**config.mk**
```make
export PLATFORM = sky130hd
export DESIGN_NAME = dram_refresh_seq
export DESIGN_NICKNAME = d
export VERILOG_FILES = /design/src/rtl/drs_pkg.sv /design/src/rtl/drs_interval_tick.sv /design/src/rtl/drs_owed_counter.sv /design/src/rtl/drs_cycle_fsm.sv /design/src/rtl/dram_refresh_seq.sv
export SDC_FILE = /design/constraint.sdc
export NUM_CORES = 1
export LEC_CHECK = 0
export ABC_AREA = 1
export CORE_UTILIZATION = 50
export DETAILED_ROUTE_END_ITERATION = 10
export GPL_TIMING_DRIVEN = 0
export PLACE_DENSITY_LB_ADDON = 0.15
export SYNTH_ARGS = -nofsm -noshare
export SYNTH_HDL_FRONTEND = slang
export SYNTH_SLANG_ARGS = --single-unit
```
**constraint.sdc**
```tcl
create_clock -name clk -period 2.7 [get_ports clk]
set_clock_uncertainty 0.05 [all_clocks]
set_input_delay 0.81 -clock clk [delete_from_list [all_inputs] [get_ports clk]]
set_output_delay 0.81 -clock clk [all_outputs]
set_load 0.02 [all_outputs]
```
**src/rtl/drs_pkg.sv**
```systemverilog
package drs_pkg;

  typedef enum logic [2:0] {
    ST_WAIT,   // power-up delay
    ST_IDLE,
    ST_CSR,    // CAS low ahead of RAS
    ST_HOLD,   // RAS low, CAS still low
    ST_RASL,   // RAS low, CAS released
    ST_PRE,    // RAS precharge
    ST_SELF,   // self-refresh residency
    ST_SXIT    // long precharge after self-refresh
  } drs_state_e;

  // nanoseconds to clocks, rounded up, never below one clock
  function automatic int unsigned ns2cyc(input int unsigned ns, input int unsigned period_ps);
    longint unsigned t;
    t = (longint'(ns) * 1000 + longint'(period_ps) - 1) / longint'(period_ps);
    if (t == 0) t = 1;
    return int'(t);
  endfunction

  function automatic int unsigned umax(input int unsigned a, input int unsigned b);
    return (a > b) ? a : b;
  endfunction

endpackage

```
**src/rtl/drs_interval_tick.sv**
```systemverilog
module drs_interval_tick #(
  parameter int unsigned REFI_CYC = 1950,
  localparam int unsigned CW = $clog2(REFI_CYC + 1)
) (
  input  logic clk,
  input  logic rst_n,
  input  logic en_i,
  output logic tick_o
);

  logic [CW-1:0] cnt_q, cnt_d;

  assign tick_o = en_i && (cnt_q == CW'(REFI_CYC - 1));

  always_comb begin
    if (!en_i || tick_o) cnt_d = '0;
    else                 cnt_d = cnt_q + 1'b1;
  end

  always_ff @(posedge clk or negedge rst_n) begin
    if (!rst_n) cnt_q <= '0;
    else        cnt_q <= cnt_d;
  end

  // interval expiries never come back to back
  p_tick_spacing_r6: assert property (@(posedge clk) disable iff (!rst_n)
    (tick_o && REFI_CYC > 1) |=> !tick_o);

endmodule

```
**src/rtl/drs_owed_counter.sv**
```systemverilog
module drs_owed_counter #(
  parameter int unsigned OWED_MAX = 4,
  localparam int unsigned OW = $clog2(OWED_MAX + 1)
) (
  input  logic clk,
  input  logic rst_n,
  input  logic inc_i,
  input  logic dec_i,
  input  logic clr_i,
  output logic nz_o,
  output logic full_o
);

  logic [OW-1:0] owed_q, owed_d;
  logic          upd;

  assign nz_o   = (owed_q != '0);
  assign full_o = (owed_q == OW'(OWED_MAX));

  always_comb begin
    owed_d = owed_q;
    upd    = 1'b0;
    if (clr_i) begin
      owed_d = '0;
      upd    = 1'b1;
    end else if (inc_i && !dec_i && !full_o) begin
      owed_d = owed_q + 1'b1;
      upd    = 1'b1;
    end else if (dec_i && !inc_i && nz_o) begin
      owed_d = owed_q - 1'b1;
      upd    = 1'b1;
    end
  end

  always_ff @(posedge clk or negedge rst_n) begin
    if (!rst_n)   owed_q <= '0;
    else if (upd) owed_q <= owed_d;
  end

  // the debt never exceeds its ceiling
  p_owed_cap_r6: assert property (@(posedge clk) disable iff (!rst_n)
    owed_q <= OW'(OWED_MAX));
  // simultaneous expiry and retirement cancel out
  p_tick_and_take_r11: assert property (@(posedge clk) disable iff (!rst_n)
    (inc_i && dec_i && !clr_i) |=> (owed_q == $past(owed_q)));
  // self-refresh entry wipes the debt
  p_clear_r10: assert property (@(posedge clk) disable iff (!rst_n)
    clr_i |=> (owed_q == '0));

endmodule

```
**src/rtl/drs_cycle_fsm.sv**
```systemverilog
module drs_cycle_fsm
  import drs_pkg::*;
#(
  parameter int unsigned STARTUP_CYC = 25000,
  parameter int unsigned INIT_CYCLES = 8,
  parameter int unsigned CSR_CYC     = 2,
  parameter int unsigned CHR_CYC     = 2,
  parameter int unsigned RASL_CYC    = 6,
  parameter int unsigned RP_CYC      = 5,
  parameter int unsigned SELF_CYC    = 12500,
  parameter int unsigned RPS_CYC     = 14,
  parameter int unsigned TMR_W       = 15,
  localparam int unsigned INIT_W     = $clog2(INIT_CYCLES + 1)
) (
  input  logic clk,
  input  logic rst_n,
  input  logic gnt_i,
  input  logic busy_i,
  input  logic lp_i,
  input  logic owed_nz_i,
  output logic ras_n_o,
  output logic cas_n_o,
  output logic idle_o,
  output logic init_done_o,
  output logic self_act_o,
  output logic take_o,
  output logic enter_self_o,
  output logic done_o
);

  drs_state_e        st_q, st_d;
  logic [TMR_W-1:0]  tmr_q, tmr_d;
  logic [INIT_W-1:0] icnt_q, icnt_d;
  logic              icnt_en;
  logic              init_q, init_d;
  logic              self_q, self_d;
  logic              done_q, done_d;
  logic              ras_q, ras_d;
  logic              cas_q, cas_d;
  logic              tmr_zero, accept;

  assign tmr_zero = (tmr_q == '0);
  assign accept   = (st_q == ST_IDLE) && init_q && gnt_i && !busy_i && (owed_nz_i || lp_i);

  always_comb begin
    st_d    = st_q;
    tmr_d   = tmr_zero ? tmr_q : tmr_q - 1'b1;
    icnt_d  = icnt_q;
    icnt_en = 1'b0;
    init_d  = init_q;
    self_d  = self_q;
    done_d  = 1'b0;
    unique case (st_q)
      ST_WAIT: if (tmr_zero) begin
        st_d  = ST_CSR;
        tmr_d = TMR_W'(CSR_CYC - 1);
      end
      ST_IDLE: if (accept) begin
        st_d   = ST_CSR;
        tmr_d  = TMR_W'(CSR_CYC - 1);
        self_d = lp_i;
      end
      ST_CSR: if (tmr_zero) begin
        if (self_q) begin
          st_d  = ST_SELF;
          tmr_d = TMR_W'(SELF_CYC - 1);
        end else begin
          st_d  = ST_HOLD;
          tmr_d = TMR_W'(CHR_CYC - 1);
        end
      end
      ST_HOLD: if (tmr_zero) begin
        st_d  = ST_RASL;
        tmr_d = TMR_W'(RASL_CYC - 1);
      end
      ST_RASL: if (tmr_zero) begin
        st_d  = ST_PRE;
        tmr_d = TMR_W'(RP_CYC - 1);
      end
      ST_PRE: if (tmr_zero) begin
        if (!init_q) begin
          icnt_en = 1'b1;
          icnt_d  = icnt_q + 1'b1;
          if (icnt_q == INIT_W'(INIT_CYCLES - 1)) begin
            st_d   = ST_IDLE;
            init_d = 1'b1;
          end else begin
            st_d  = ST_CSR;
            tmr_d = TMR_W'(CSR_CYC - 1);
          end
        end else begin
          st_d   = ST_IDLE;
          done_d = 1'b1;
        end
      end
      ST_SELF: if (tmr_zero && !lp_i) begin
        st_d  = ST_SXIT;
        tmr_d = TMR_W'(RPS_CYC - 1);
      end
      ST_SXIT: if (tmr_zero) begin
        st_d   = ST_IDLE;
        done_d = 1'b1;
        self_d = 1'b0;
      end
      default: st_d = ST_IDLE;
    endcase
    ras_d = !((st_d == ST_HOLD) || (st_d == ST_RASL) || (st_d == ST_SELF));
    cas_d = !((st_d == ST_CSR) || (st_d == ST_HOLD) || (st_d == ST_SELF));
  end

  always_ff @(posedge clk or negedge rst_n) begin
    if (!rst_n) begin
      st_q   <= ST_WAIT;
      tmr_q  <= TMR_W'(STARTUP_CYC - 1);
      icnt_q <= '0;
      init_q <= 1'b0;
      self_q <= 1'b0;
      done_q <= 1'b0;
      ras_q  <= 1'b1;
      cas_q  <= 1'b1;
    end else begin
      st_q   <= st_d;
      tmr_q  <= tmr_d;
      init_q <= init_d;
      self_q <= self_d;
      done_q <= done_d;
      ras_q  <= ras_d;
      cas_q  <= cas_d;
      if (icnt_en) icnt_q <= icnt_d;
    end
  end

  assign ras_n_o      = ras_q;
  assign cas_n_o      = cas_q;
  assign idle_o       = (st_q == ST_IDLE);
  assign init_done_o  = init_q;
  assign self_act_o   = self_q;
  assign done_o       = done_q;
  assign take_o       = accept && !lp_i;
  assign enter_self_o = accept && lp_i;

  // quiet strobes during the power-up wait
  p_quiet_startup_r1: assert property (@(posedge clk) disable iff (!rst_n)
    (st_q == ST_WAIT) |-> (ras_q && cas_q && !init_q));
  // CAS is already low in the clock before RAS falls
  p_cas_leads_ras_r3: assert property (@(posedge clk) disable iff (!rst_n)
    $fell(ras_q) |-> (!cas_q && $past(!cas_q)));
  // a rising RAS is followed by at least one more high clock
  p_precharge_r5: assert property (@(posedge clk) disable iff (!rst_n)
    ($rose(ras_q) && RP_CYC > 1 && RPS_CYC > 1) |=> ras_q);
  // no strobe moves when the arbiter owns RAS
  p_busy_blocks_r7: assert property (@(posedge clk) disable iff (!rst_n)
    ((st_q == ST_IDLE) && busy_i) |=> (ras_q && cas_q));
  // completion is a single-clock pulse
  p_done_single_r8: assert property (@(posedge clk) disable iff (!rst_n)
    done_q |=> !done_q);
  // residency persists while low power is requested
  p_self_stay_r9: assert property (@(posedge clk) disable iff (!rst_n)
    ((st_q == ST_SELF) && lp_i) |=> (!ras_q && !cas_q));

endmodule

```
**src/rtl/dram_refresh_seq.sv**
```systemverilog
module dram_refresh_seq
  import drs_pkg::*;
#(
  parameter int unsigned CLK_PERIOD_PS = 8000,
  parameter int unsigned STARTUP_NS    = 200000,
  parameter int unsigned INIT_CYCLES   = 8,
  parameter int unsigned REFI_NS       = 15600,
  parameter int unsigned CSR_NS        = 10,
  parameter int unsigned CHR_NS        = 15,
  parameter int unsigned RAS_NS        = 60,
  parameter int unsigned RP_NS         = 40,
  parameter int unsigned SELF_NS       = 100000,
  parameter int unsigned RPS_NS        = 110,
  parameter int unsigned OWED_MAX      = 4
) (
  input  logic clk,
  input  logic rst_n,
  input  logic acc_busy_i,
  input  logic rfsh_gnt_i,
  input  logic lp_req_i,
  output logic ras_n_o,
  output logic ucas_n_o,
  output logic lcas_n_o,
  output logic rfsh_req_o,
  output logic rfsh_urgent_o,
  output logic rfsh_done_o,
  output logic init_done_o
);

  localparam int unsigned STARTUP_CYC = ns2cyc(STARTUP_NS, CLK_PERIOD_PS);
  localparam int unsigned REFI_CYC    = ns2cyc(REFI_NS, CLK_PERIOD_PS);
  localparam int unsigned CSR_CYC     = ns2cyc(CSR_NS, CLK_PERIOD_PS);
  localparam int unsigned CHR_CYC     = ns2cyc(CHR_NS, CLK_PERIOD_PS);
  localparam int unsigned RAS_CYC     = umax(ns2cyc(RAS_NS, CLK_PERIOD_PS), CHR_CYC + 1);
  localparam int unsigned RASL_CYC    = RAS_CYC - CHR_CYC;
  localparam int unsigned RP_CYC      = ns2cyc(RP_NS, CLK_PERIOD_PS);
  localparam int unsigned SELF_CYC    = ns2cyc(SELF_NS, CLK_PERIOD_PS);
  localparam int unsigned RPS_CYC     = ns2cyc(RPS_NS, CLK_PERIOD_PS);
  localparam int unsigned TMR_MAX     = umax(umax(STARTUP_CYC, SELF_CYC),
                                             umax(umax(RPS_CYC, RP_CYC), umax(RASL_CYC, umax(CSR_CYC, CHR_CYC))));
  localparam int unsigned TMR_W       = $clog2(TMR_MAX + 1);

  logic tick, owed_nz, owed_full;
  logic idle, init_done, self_act, take, enter_self, done;
  logic cas_n;

  drs_interval_tick #(.REFI_CYC(REFI_CYC)) u_tick (
    .clk    (clk),
    .rst_n  (rst_n),
    .en_i   (init_done && !self_act),
    .tick_o (tick)
  );

  drs_owed_counter #(.OWED_MAX(OWED_MAX)) u_owed (
    .clk    (clk),
    .rst_n  (rst_n),
    .inc_i  (tick),
    .dec_i  (take),
    .clr_i  (enter_self),
    .nz_o   (owed_nz),
    .full_o (owed_full)
  );

  drs_cycle_fsm #(
    .STARTUP_CYC (STARTUP_CYC),
    .INIT_CYCLES (INIT_CYCLES),
    .CSR_CYC     (CSR_CYC),
    .CHR_CYC     (CHR_CYC),
    .RASL_CYC    (RASL_CYC),
    .RP_CYC      (RP_CYC),
    .SELF_CYC    (SELF_CYC),
    .RPS_CYC     (RPS_CYC),
    .TMR_W       (TMR_W)
  ) u_fsm (
    .clk          (clk),
    .rst_n        (rst_n),
    .gnt_i        (rfsh_gnt_i),
    .busy_i       (acc_busy_i),
    .lp_i         (lp_req_i),
    .owed_nz_i    (owed_nz),
    .ras_n_o      (ras_n_o),
    .cas_n_o      (cas_n),
    .idle_o       (idle),
    .init_done_o  (init_done),
    .self_act_o   (self_act),
    .take_o       (take),
    .enter_self_o (enter_self),
    .done_o       (done)
  );

  assign ucas_n_o      = cas_n;
  assign lcas_n_o      = cas_n;
  assign rfsh_req_o    = init_done && idle && (owed_nz || lp_req_i);
  assign rfsh_urgent_o = owed_full;
  assign rfsh_done_o   = done;
  assign init_done_o   = init_done;

  // no request can be raised before initialization completes
  p_req_after_init_r6: assert property (@(posedge clk) disable iff (!rst_n)
    rfsh_req_o |-> init_done_o);

endmodule

```
==> summary.md <==
| Metric | Value |
|---|---|
| H-tree levels | 2 |
| Vias in the first global route | 2,335 |
| Avg Cell Area, Syn | 7.759 um2 |
| Final Hold Vio Count | 0 |
| Final ANT Viol Nets | 0 |
| Reg2reg setup slack | 440 ps |
| MaxCap Viol Count | 0 |
| CTS tree | built |
| CTS Root Cell | clkbuf_8 |
| Post-CTS setup buffer count | 0 |
| Slew @ Worst Pin | 443.6 ps |
| Post-synthesis cell type count | 43 |
| RePlAce Congestion | 0.8836 |
| Pre-CTS WS | -555.6 ps |
| Yosys Warn Count | 0 |
| Nature of the critical path startpoint | input port |
| Dpl cells | approximately 440 |
| Via/cell ratio | roughly 5.2 |
| Cell count after synthesis | 353 |
| Critical path cell sequence | dlygate4sd2_1, inv_2, nand3_2, nand2_1, inv_1, clkdlybuf4s15_2 |
| Non-Filler Instances | between 400 and 500 |
| Required @ worst endpoint | ~1800 ps |
| Met3 usage in global routing | 0.04192 |
| First-pass GRT wire length | 10,320 um |
| PwrDens | between 300 and 400 mW/mm2 |
| Total gr overflow | 0 |
| Worst setup path class | input port to output port |
| Core ar. | 0.005205 mm2 |
| Initial antenna violation count | 0 |
| DR iter-0 viols | 159 |
| Crit. End Element | output port |
| Setup violators final | 0 |
| I/O Buffers | 11 |
| Run status | finished, final reports clean |
| Worst Reg-to-Reg Cells | 13 |
| Most common cell after layout, fill and taps aside | nand2_1 |
| Max clock buf depth | 2 |
| Grt peak-use layer | met2 |
| Setup ws final | 124.3 ps |
| Detailed-router iteration count before antenna repair | 4 |
| Max-slew violations | 0 |
| CP max stage delay | a little under 300 ps |
| Setup TNS | 0 ps |
| Fmax | 0.3882 GHz |
| Min-delay worst type | input port to async pin |
| FF-to-FF Start | u_fsm.tmr_q[0] |
| Global Route Usage Sum | 0.2223 |
| Met1 usage | 0.3042 |
| I/O pins | 12 |
| Leakage | 1.388 nW |
| TritonCTS Buffers | 5 |
| Vias | approximately 2,300 |
| Fillers | 505 |
| WL final | 5725 um |
| Area grow syn2layout | 12.01% |
| CTS sink cnt | 41 |
| Worst Path Arrival | ~1700 ps |
| RR Endpoint | u_fsm.tmr_q[0] |
| Count of state elements after synthesis | 41 |
| Slew headroom | 0.7032 |
| Die Y | 76.01 um |
| Most frequent cells in the layout | nand2_1, nor2_1, inv_1, dfrtp_1, nand3_1 |
| Register area | 0.001039 mm2 |
| Pin count of the biggest net entering global routing | 26 |
| RSZ-0062 raised after global routing | false |
| Synth Net Count | between 300 and 400 |
| Layout cells sized above 1 | 0.1796 |
| Dpl hpwl | between 4000 and 5000 um |
| Fin crit period | 2576 ps |
| Period Utilization, post-route | 0.9540 |
| ANT cells | 0 |
| Remaining routing DRC violations | 0 |
| Worst Hold Slack | 384.6 ps |
| Slowest stage cell, crit path | dlygate4sd2_1 |
| Worst vdd ir | approximately 0.00028 V |
| Post-synthesis sequential area ratio | 0.3792 |
| Area of the multi-input gates | 0.001523 mm2 |
| Clock Pin Slew Worst Setup and Hold Paths | 80 ps |
| Overall power | around 0.0011 W |
| Critical Path Fanout Max | 4 |
| Die ar. | between 0.005 and 0.006 mm2 |
| Row Count | 26 |
| Die W | between 70 and 80 um |
| Starting density of the core | 0.5262 |
| M2 GR Usage | 0.3518 |
| Post-Syn Area | 0.002739 mm2 |
| Nets | 385 |
| Worst-skew pair later-pin latency | approximately 300 ps |
| Average wire per standard cell | 12.92 um |
[synthesized netlist by cell type, drive strengths merged]
cell,instances,area (um2)
or2,2,12.52
nand2,84,352.8
xnor2,7,61.31
o21ai,15,82.58
mux2,1,15.01
a31oi,2,12.51
a21boi,1,11.26
nor4,5,31.28
dfrtp,31,775.7
nand4,13,81.33
inv,43,166.4
dfstp,10,262.8
nor3b,2,15.01
nor3,13,81.33
a21oi,15,75.07
buf,2,12.51
nor2,56,300.3
and2,4,25.02
fa,1,20.02
o211a,1,10.01
nand3,28,170.2
clkbuf,1,3.750
ha,7,87.58
o31ai,1,7.510
xor2,5,43.79
o211ai,1,7.510
a211oi,1,7.510
and3,1,6.260
[metrics by stage]
stage | area (um2) | utilization
2_1_floorplan | 2739 | -
3_3_place_gp | 2937 | 0.5642
3_5_place_dp | 2952 | 0.5671
4_1_cts | 3068 | 0.5894
5_1_grt | 3068 | 0.5894
6_report | 3068 | 0.5894
[cell families after synthesis]
logic type,Yosys count,share of synthesized area
and+or+nand+nor,208,0.3929
buffers and inverters,46,0.06670
DFF,41,0.3792
AOI/OAI and AO/OA,37,0.07812
xor gates and xnor gates,12,0.03837
adders and majority gates,8,0.03929
muxes,1,0.005480
[report_power, final]
group / internal, W / switching, W / leakage, nW
combinational: 0.00000748 / 0.0000163 / 0.842
sequential: 0.000614 / 0 / 0.491
clock: 0.000278 / 0.000218 / 0.0554
total: 0.000899 / 0.000235 / 1.39
[area by class of cell]
cell class / count / share of cell area
plain buffers: 3 / 0.005302
clock buffers: 6 / 0.02365
clock inverters: 2 / 0.01264
inverters: 43 / 0.05424
multi-input cells: 266 / 0.4963
flip-flops and latches: 41 / 0.3385
well taps: 70 / 0.02855
repair buffers: 12 / 0.04078
[routing by layer]
metal,vias up,part of all wire
li1,1197,-
met1,1068,0.48
met2,53,0.46
met3,7,0.047
met4,0,0.013
met5,-,0
[timing repair]
action / 4_1_cts / 5_1_grt
setup endpoints to repair: 1 / 0
hold buffers: 0 / 0
resized for setup: 6 / 0
[state kept, by name, summed over array words and instances (netlist names)]
signal	count
u_fsm.st_q	3
u_fsm.icnt_q	4
u_fsm.ras_n_o	1
u_fsm.self_act_o	1
u_fsm.cas_n_o	1
u_fsm.init_done_o	1
u_owed.owed_q	3
u_fsm.tmr_q	15
u_tick.cnt_q	11
u_fsm.done_o	1
[worst max path at each step]
stage	start	end	cells after the start
floorplan	lp_req_i	u_owed.owed_q[2]	11
global route	lp_req_i	rfsh_req_o	6
detailed placement	lp_req_i	rfsh_req_o	6
global placement	lp_req_i	rfsh_req_o	6
finish	lp_req_i	rfsh_req_o	6
CTS	lp_req_i	rfsh_req_o	6
[worst max-delay path: cells and delay by family]
family	cells	cell delay (ps)
buffers and inverters	4	700
AND/OR/NAND/NOR	2	200
Note: power is estimated with default switching activity, not from simulation.
